===== config.mk =====
export PLATFORM = sky130hd
export DESIGN_NAME = kbd_mmio
export DESIGN_NICKNAME = d
export VERILOG_FILES = /design/src/rtl/kbd_pkg.sv /design/src/rtl/kbd_addr_decode.sv /design/src/rtl/kbd_capture.sv /design/src/rtl/kbd_read_mux.sv /design/src/rtl/kbd_mmio.sv
export SDC_FILE = /design/constraint.sdc
export NUM_CORES = 1
export LEC_CHECK = 0
export BUFFER_PORTS_ARGS = -buffer_cell sky130_fd_sc_hd__buf_2
export CORE_MARGIN = 2
export CORE_UTILIZATION = 35
export CTS_CLUSTER_DIAMETER = 50
export DETAILED_ROUTE_END_ITERATION = 16
export HOLD_SLACK_MARGIN = 0.08
export PLACE_DENSITY = 0.89
export SETUP_SLACK_MARGIN = 0.5
export SLEW_MARGIN = 20
export SYNTH_ARGS = -nofsm -noshare
export SYNTH_HDL_FRONTEND = slang
export SYNTH_SLANG_ARGS = --single-unit

===== constraint.sdc =====
create_clock -name clk -period 2.4 [get_ports clk]
set_clock_uncertainty 0.15 [all_clocks]
set_input_delay 0.12 -clock clk [delete_from_list [all_inputs] [get_ports clk]]
set_output_delay 0.12 -clock clk [all_outputs]
set_load 0.02 [all_outputs]

===== src/rtl/kbd_pkg.sv =====
// Package: shared constants and the register-select type for the keyboard
// register pair. Assumes a 16-bit word-addressed bus.
package kbd_pkg;
    localparam int KBD_ADDR_W = 16;
    localparam int KBD_DATA_W = 16;
    localparam int KBD_CHAR_W = 8;
    localparam logic [KBD_ADDR_W-1:0] KBD_STATUS_ADDR = 16'hFE00;
    localparam logic [KBD_ADDR_W-1:0] KBD_DATA_ADDR   = 16'hFE02;

    typedef enum logic [1:0] {
        SEL_NONE   = 2'd0,
        SEL_STATUS = 2'd1,
        SEL_DATA   = 2'd2
    } kbd_sel_e;
endpackage


===== src/rtl/kbd_addr_decode.sv =====
// Address decoder: selects the status or data register for the current
// access and raises the hit flag for any access (read or write) at either
// address. Assumes read and write are qualified by their own strobes.
module kbd_addr_decode
    import kbd_pkg::*;
#(
    parameter int ADDR_W = KBD_ADDR_W,
    parameter logic [ADDR_W-1:0] STATUS_ADDR = KBD_STATUS_ADDR,
    parameter logic [ADDR_W-1:0] DATA_ADDR   = KBD_DATA_ADDR
) (
    input  logic [ADDR_W-1:0] addr,
    input  logic              rd,
    input  logic              wr,
    output kbd_sel_e          sel,
    output logic              hit,
    output logic              consume
);
    // Map the address onto a register select.
    always_comb begin
        if (addr == STATUS_ADDR)    sel = SEL_STATUS;
        else if (addr == DATA_ADDR) sel = SEL_DATA;
        else                        sel = SEL_NONE;
    end

    // Hit on any access to a register; a data read consumes the character.
    always_comb begin
        hit     = (rd || wr) && (sel != SEL_NONE);
        consume = rd && (sel == SEL_DATA);
    end
endmodule


===== src/rtl/kbd_capture.sv =====
// Character capture: latches non-zero key bytes and keeps the pending flag.
// A new byte takes priority over a consume in the same cycle. Reset is
// synchronous, active low.
module kbd_capture #(
    parameter int CHAR_W = 8
) (
    input  logic              clk,
    input  logic              rst_n,
    input  logic              key_valid,
    input  logic [CHAR_W-1:0] key_byte,
    input  logic              consume,
    output logic              ready,
    output logic [CHAR_W-1:0] char_q
);
    logic take;

    // A valid, non-zero byte is a real character.
    always_comb take = key_valid && (key_byte != '0);

    // Hold the latest character.
    always_ff @(posedge clk) begin
        if (!rst_n)    char_q <= '0;
        else if (take) char_q <= key_byte;
    end

    // Pending flag: set by a character, cleared by a consume, arrival wins.
    always_ff @(posedge clk) begin
        if (!rst_n)       ready <= 1'b0;
        else if (take)    ready <= 1'b1;
        else if (consume) ready <= 1'b0;
    end
endmodule


===== src/rtl/kbd_read_mux.sv =====
// Read-data mux: forms the status word (ready in the top bit) or the
// zero-extended character, and drives zero on every other access.
// Assumes CHAR_W < DATA_W.
module kbd_read_mux
    import kbd_pkg::*;
#(
    parameter int DATA_W = KBD_DATA_W,
    parameter int CHAR_W = KBD_CHAR_W
) (
    input  kbd_sel_e          sel,
    input  logic              rd,
    input  logic              ready,
    input  logic [CHAR_W-1:0] char_q,
    output logic [DATA_W-1:0] rdata
);
    localparam int PAD_W = DATA_W - CHAR_W;

    logic [DATA_W-1:0] status_word;
    logic [DATA_W-1:0] data_word;

    // Build both register views.
    always_comb begin
        status_word = '0;
        status_word[DATA_W-1] = ready;
    end

    generate
        if (PAD_W > 0) begin : g_pad
            // Zero-extend the character to a bus word.
            always_comb data_word = {{PAD_W{1'b0}}, char_q};
        end else begin : g_nopad
            // Character already fills the bus word.
            always_comb data_word = char_q[DATA_W-1:0];
        end
    endgenerate

    // Select the word for a read; zero otherwise.
    always_comb begin
        rdata = '0;
        if (rd) begin
            case (sel)
                SEL_STATUS: rdata = status_word;
                SEL_DATA:   rdata = data_word;
                default:    rdata = '0;
            endcase
        end
    end
endmodule


===== src/rtl/kbd_mmio.sv =====
// Top: polled keyboard register pair on the memory bus. The status word sits
// at the first address and the data word at the second. Writes are decoded
// (hit) but discarded. Synchronous active-low reset.
module kbd_mmio
    import kbd_pkg::*;
#(
    parameter int ADDR_W = KBD_ADDR_W,
    parameter int DATA_W = KBD_DATA_W,
    parameter int CHAR_W = KBD_CHAR_W,
    parameter logic [ADDR_W-1:0] STATUS_ADDR = KBD_STATUS_ADDR,
    parameter logic [ADDR_W-1:0] DATA_ADDR   = KBD_DATA_ADDR
) (
    input  logic              clk,
    input  logic              rst_n,
    input  logic [ADDR_W-1:0] bus_addr,
    input  logic              bus_rd,
    input  logic              bus_wr,
    input  logic [DATA_W-1:0] bus_wdata,
    input  logic              key_valid,
    input  logic [CHAR_W-1:0] key_byte,
    output logic [DATA_W-1:0] bus_rdata,
    output logic              bus_hit
);
    kbd_sel_e          sel;
    logic              consume;
    logic              ready_q;
    logic [CHAR_W-1:0] char_q;
    logic              wdata_unused;

    // Write data is never stored; fold it so it is visibly consumed.
    always_comb wdata_unused = ^bus_wdata;

    kbd_addr_decode #(
        .ADDR_W(ADDR_W), .STATUS_ADDR(STATUS_ADDR), .DATA_ADDR(DATA_ADDR)
    ) u_dec (
        .addr(bus_addr), .rd(bus_rd), .wr(bus_wr),
        .sel(sel), .hit(bus_hit), .consume(consume)
    );

    kbd_capture #(.CHAR_W(CHAR_W)) u_cap (
        .clk(clk), .rst_n(rst_n), .key_valid(key_valid), .key_byte(key_byte),
        .consume(consume), .ready(ready_q), .char_q(char_q)
    );

    kbd_read_mux #(.DATA_W(DATA_W), .CHAR_W(CHAR_W)) u_mux (
        .sel(sel), .rd(bus_rd), .ready(ready_q), .char_q(char_q),
        .rdata(bus_rdata)
    );
endmodule


==> qor.yml <==
finish:
  fill_cells: 174
  final_util_pct: 55.5
  final_cell_mix: "buf_2 (38), nor3_1 (10), dlygate4sd3_1 (9)"
  diodes: 0
  syn2layout_area_growth_pct: 48.4
  final_common_cell: "buf_2"
  drive_above_1_share_pct: 37.6
  nNetsFinal: 171
  stdcell_area_um2: 958
floorplanning:
  die_width_um: 47.0
  dieArea_um2: 2200
  die_y_um: 47.0
  start_util_pct: 37.4
  fp-row-count: 15
  ios: 62
  fp.coreArea_um2: 1730
sta:
  slew_violations: 0
  fmax_mhz: 621
  fin_crit_sh_pct: 67.1
  setup_viol: 0
  tns_ns: 0
  period_needed_ns: 1.61
  rsz0062_at_grt: "no"
  hold_violations: 0
  holdWs_ns: 0.0759
global_routing:
  antenna_found_initial: 0
  grt_overflow: 0
  grt_pass1_vias: 581
  grt_usage_pct: 15.9
  grt_start_max_net_pins: 12
  grt_pass1_wl_mm: 2.41
detailed_routing:
  dr.first_iter.drc_count: 6
  dr_total_vias: 723
  detail-route-antenna-nets: 0
  wl_per_cell_um: 11.6
  dr.pass1.iters: 4
  route.detailed.drc: 0
  vias_per_cell: 4.82
  wirelength_mm: 1.74
clock_tree:
  root_buffer: "clkbuf_4"
  clkLatencyLatePin_ns: 0.27
  htreeDepth: 1
  numCtsBuffers: 3
  clkTransAtPathRegs_ns: 0.05
  cts.path.max_buffers: 2
  tritoncts: "built"
  cts.sinks: 9
  post_cts_buffers: 0
run:
  maxCapViolations: 0
logic_synthesis:
  syn-instance-count: 76
  synth_area_um2: 646
  ys_types: 19
  synth.top_cell.area_share_pct: 27.9
  syn_avg_cell_area_um2: 8.49
  yosysSeqAreaShare_pct: 27.9
  ys_ff_latch: 9
  yosysWarningCount: 0
  synth.area.top_cells: "dfxtp_1 (28%), mux2i_1 (12%), a21boi_0 (9.3%)"
  yosys.area.top_type: "dfxtp_1"
power:
  vdd_drop_max_uv: 223
  p_per_area_nw_per_um2: 394
  p_leak_nw: 0.470
setup_path:
  worstSetupStartpointType: "primary input"
  critPathTopFamily: "buffers and inverters"
  cp-end-kind: "flop"
  crit_chain: "buf_2, nor4_4, dlygate4sd3_1, nand3_1, a21boi_0"
  arrival_ns: 1.65
  worstPathRequired_ns: 2.44
  cp_num_buf_inv: 2
  critPathKind: "in -> reg"
  slowest_stage: "dlygate4sd3_1"
  max_stage_delay_ns: 0.71
  cp_max_fo: 6
worst_hold_path:
  hp-class: "in -> reg"
place:
  place_area_um2: 828
  hpwl_mm: 1.23
  io_buffers: 38
  place.gp.congestion: 0.748
run_status:
  status: "finished clean"
-- metrics by stage --
| stage | setup slack (ns) | total power [W] | cells |
|---|---|---|---|
| final | 0.789 | 0.000378 | 150 |
| after global routing | 0.674 | 0.000398 | 150 |
| after CTS | 0.536 | 0.000379 | 150 |
| after detailed placement | 0.778 | 0.000247 | 136 |
| after global placement | 0.807 | 0.000244 | 136 |
| after floorplan | 0.920 | 0.000221 | 82 |
-- final timing paths --
kind	startpoint	endpoint	slack (ns)	depth (start not counted)
setup / recovery	key_byte[2]	u_cap.char_q[6]	0.79	5
hold / removal	key_byte[5]	u_cap.char_q[5]	0.08	3
setup reg to reg	u_cap.char_q[4]	u_cap.char_q[4]	0.89	4
hold reg to reg	u_cap.char_q[7]	u_cap.char_q[7]	0.34	2
-- area by class of cell --
type                    instances  area, µm²  area share [%]
clock buffers                   4       26.3            2.74
inverters                       8       30.0            3.13
multi-input cells              56        397            41.4
flip-flops and latches          9        181            18.9
well taps                      25       31.3            3.26
repair buffers                 48        293            30.5
-- cells in the mapped netlist --
library cell	number
a21boi_0	8
a21oi_2	1
a311o_1	1
a41oi_1	1
and4b_1	2
buf_2	1
buf_4	7
clkbuf_1	1
conb_1	1
dfxtp_1	9
inv_1	8
mux2i_1	8
nand2_1	4
nand3_1	8
nand4_2	1
nor2_1	2
nor3_1	10
nor4_4	2
nor4b_2	1
-- state kept, by name, summed over array words and instances, names as in the netlist --
signal and count:
u_cap.char_q 8, u_cap.ready 1
-- per-layer routing --
metal | vias up | wire, µm | track usage, %
li1 | 358 | - | -
met1 | 317 | 659 | 17.1
met2 | 44 | 827 | 28.8
met3 | 4 | 231 | 6.15
met4 | 0 | 23 | 5.00
met5 | - | 0 | 0
-- worst reg2reg max path, delay by kind of cell, from the launching register on --
kind | cells | cell delay, ns
buffers and inverters | 2 | 0.81
flip-flops | 1 | 0.33
AO/OA/AOI/OAI | 1 | 0.11
multiplexers | 1 | 0.06
-- power by group --
group	switching, W	internal, W
Sequential	0.00000770	0.000160
Clock	0.0000572	0.0000643
Combinational	0.0000445	0.0000443
Total	0.000109	0.000269
-- cell families (layout without fill, tap and decap cells) --
logic type / after synthesis / after routing / synth area share (%)
AO/OA/AOI/OAI: 11 / 11 / 13.6
flip-flops: 9 / 9 / 27.9
AND/OR/NAND/NOR: 30 / 30 / 31.4
other: 1 / 7 / 0.581
multiplexers: 8 / 8 / 12.4
buffers and inverters: 17 / 60 / 14.1
-- repair_timing --
item,4_1_cts,5_1_grt
endpoints found under the setup margin,0,1
gates resized for setup,0,3
hold buffers,10,0
hold endpoints to repair,8,0
Power figures use the tool's default switching activity.
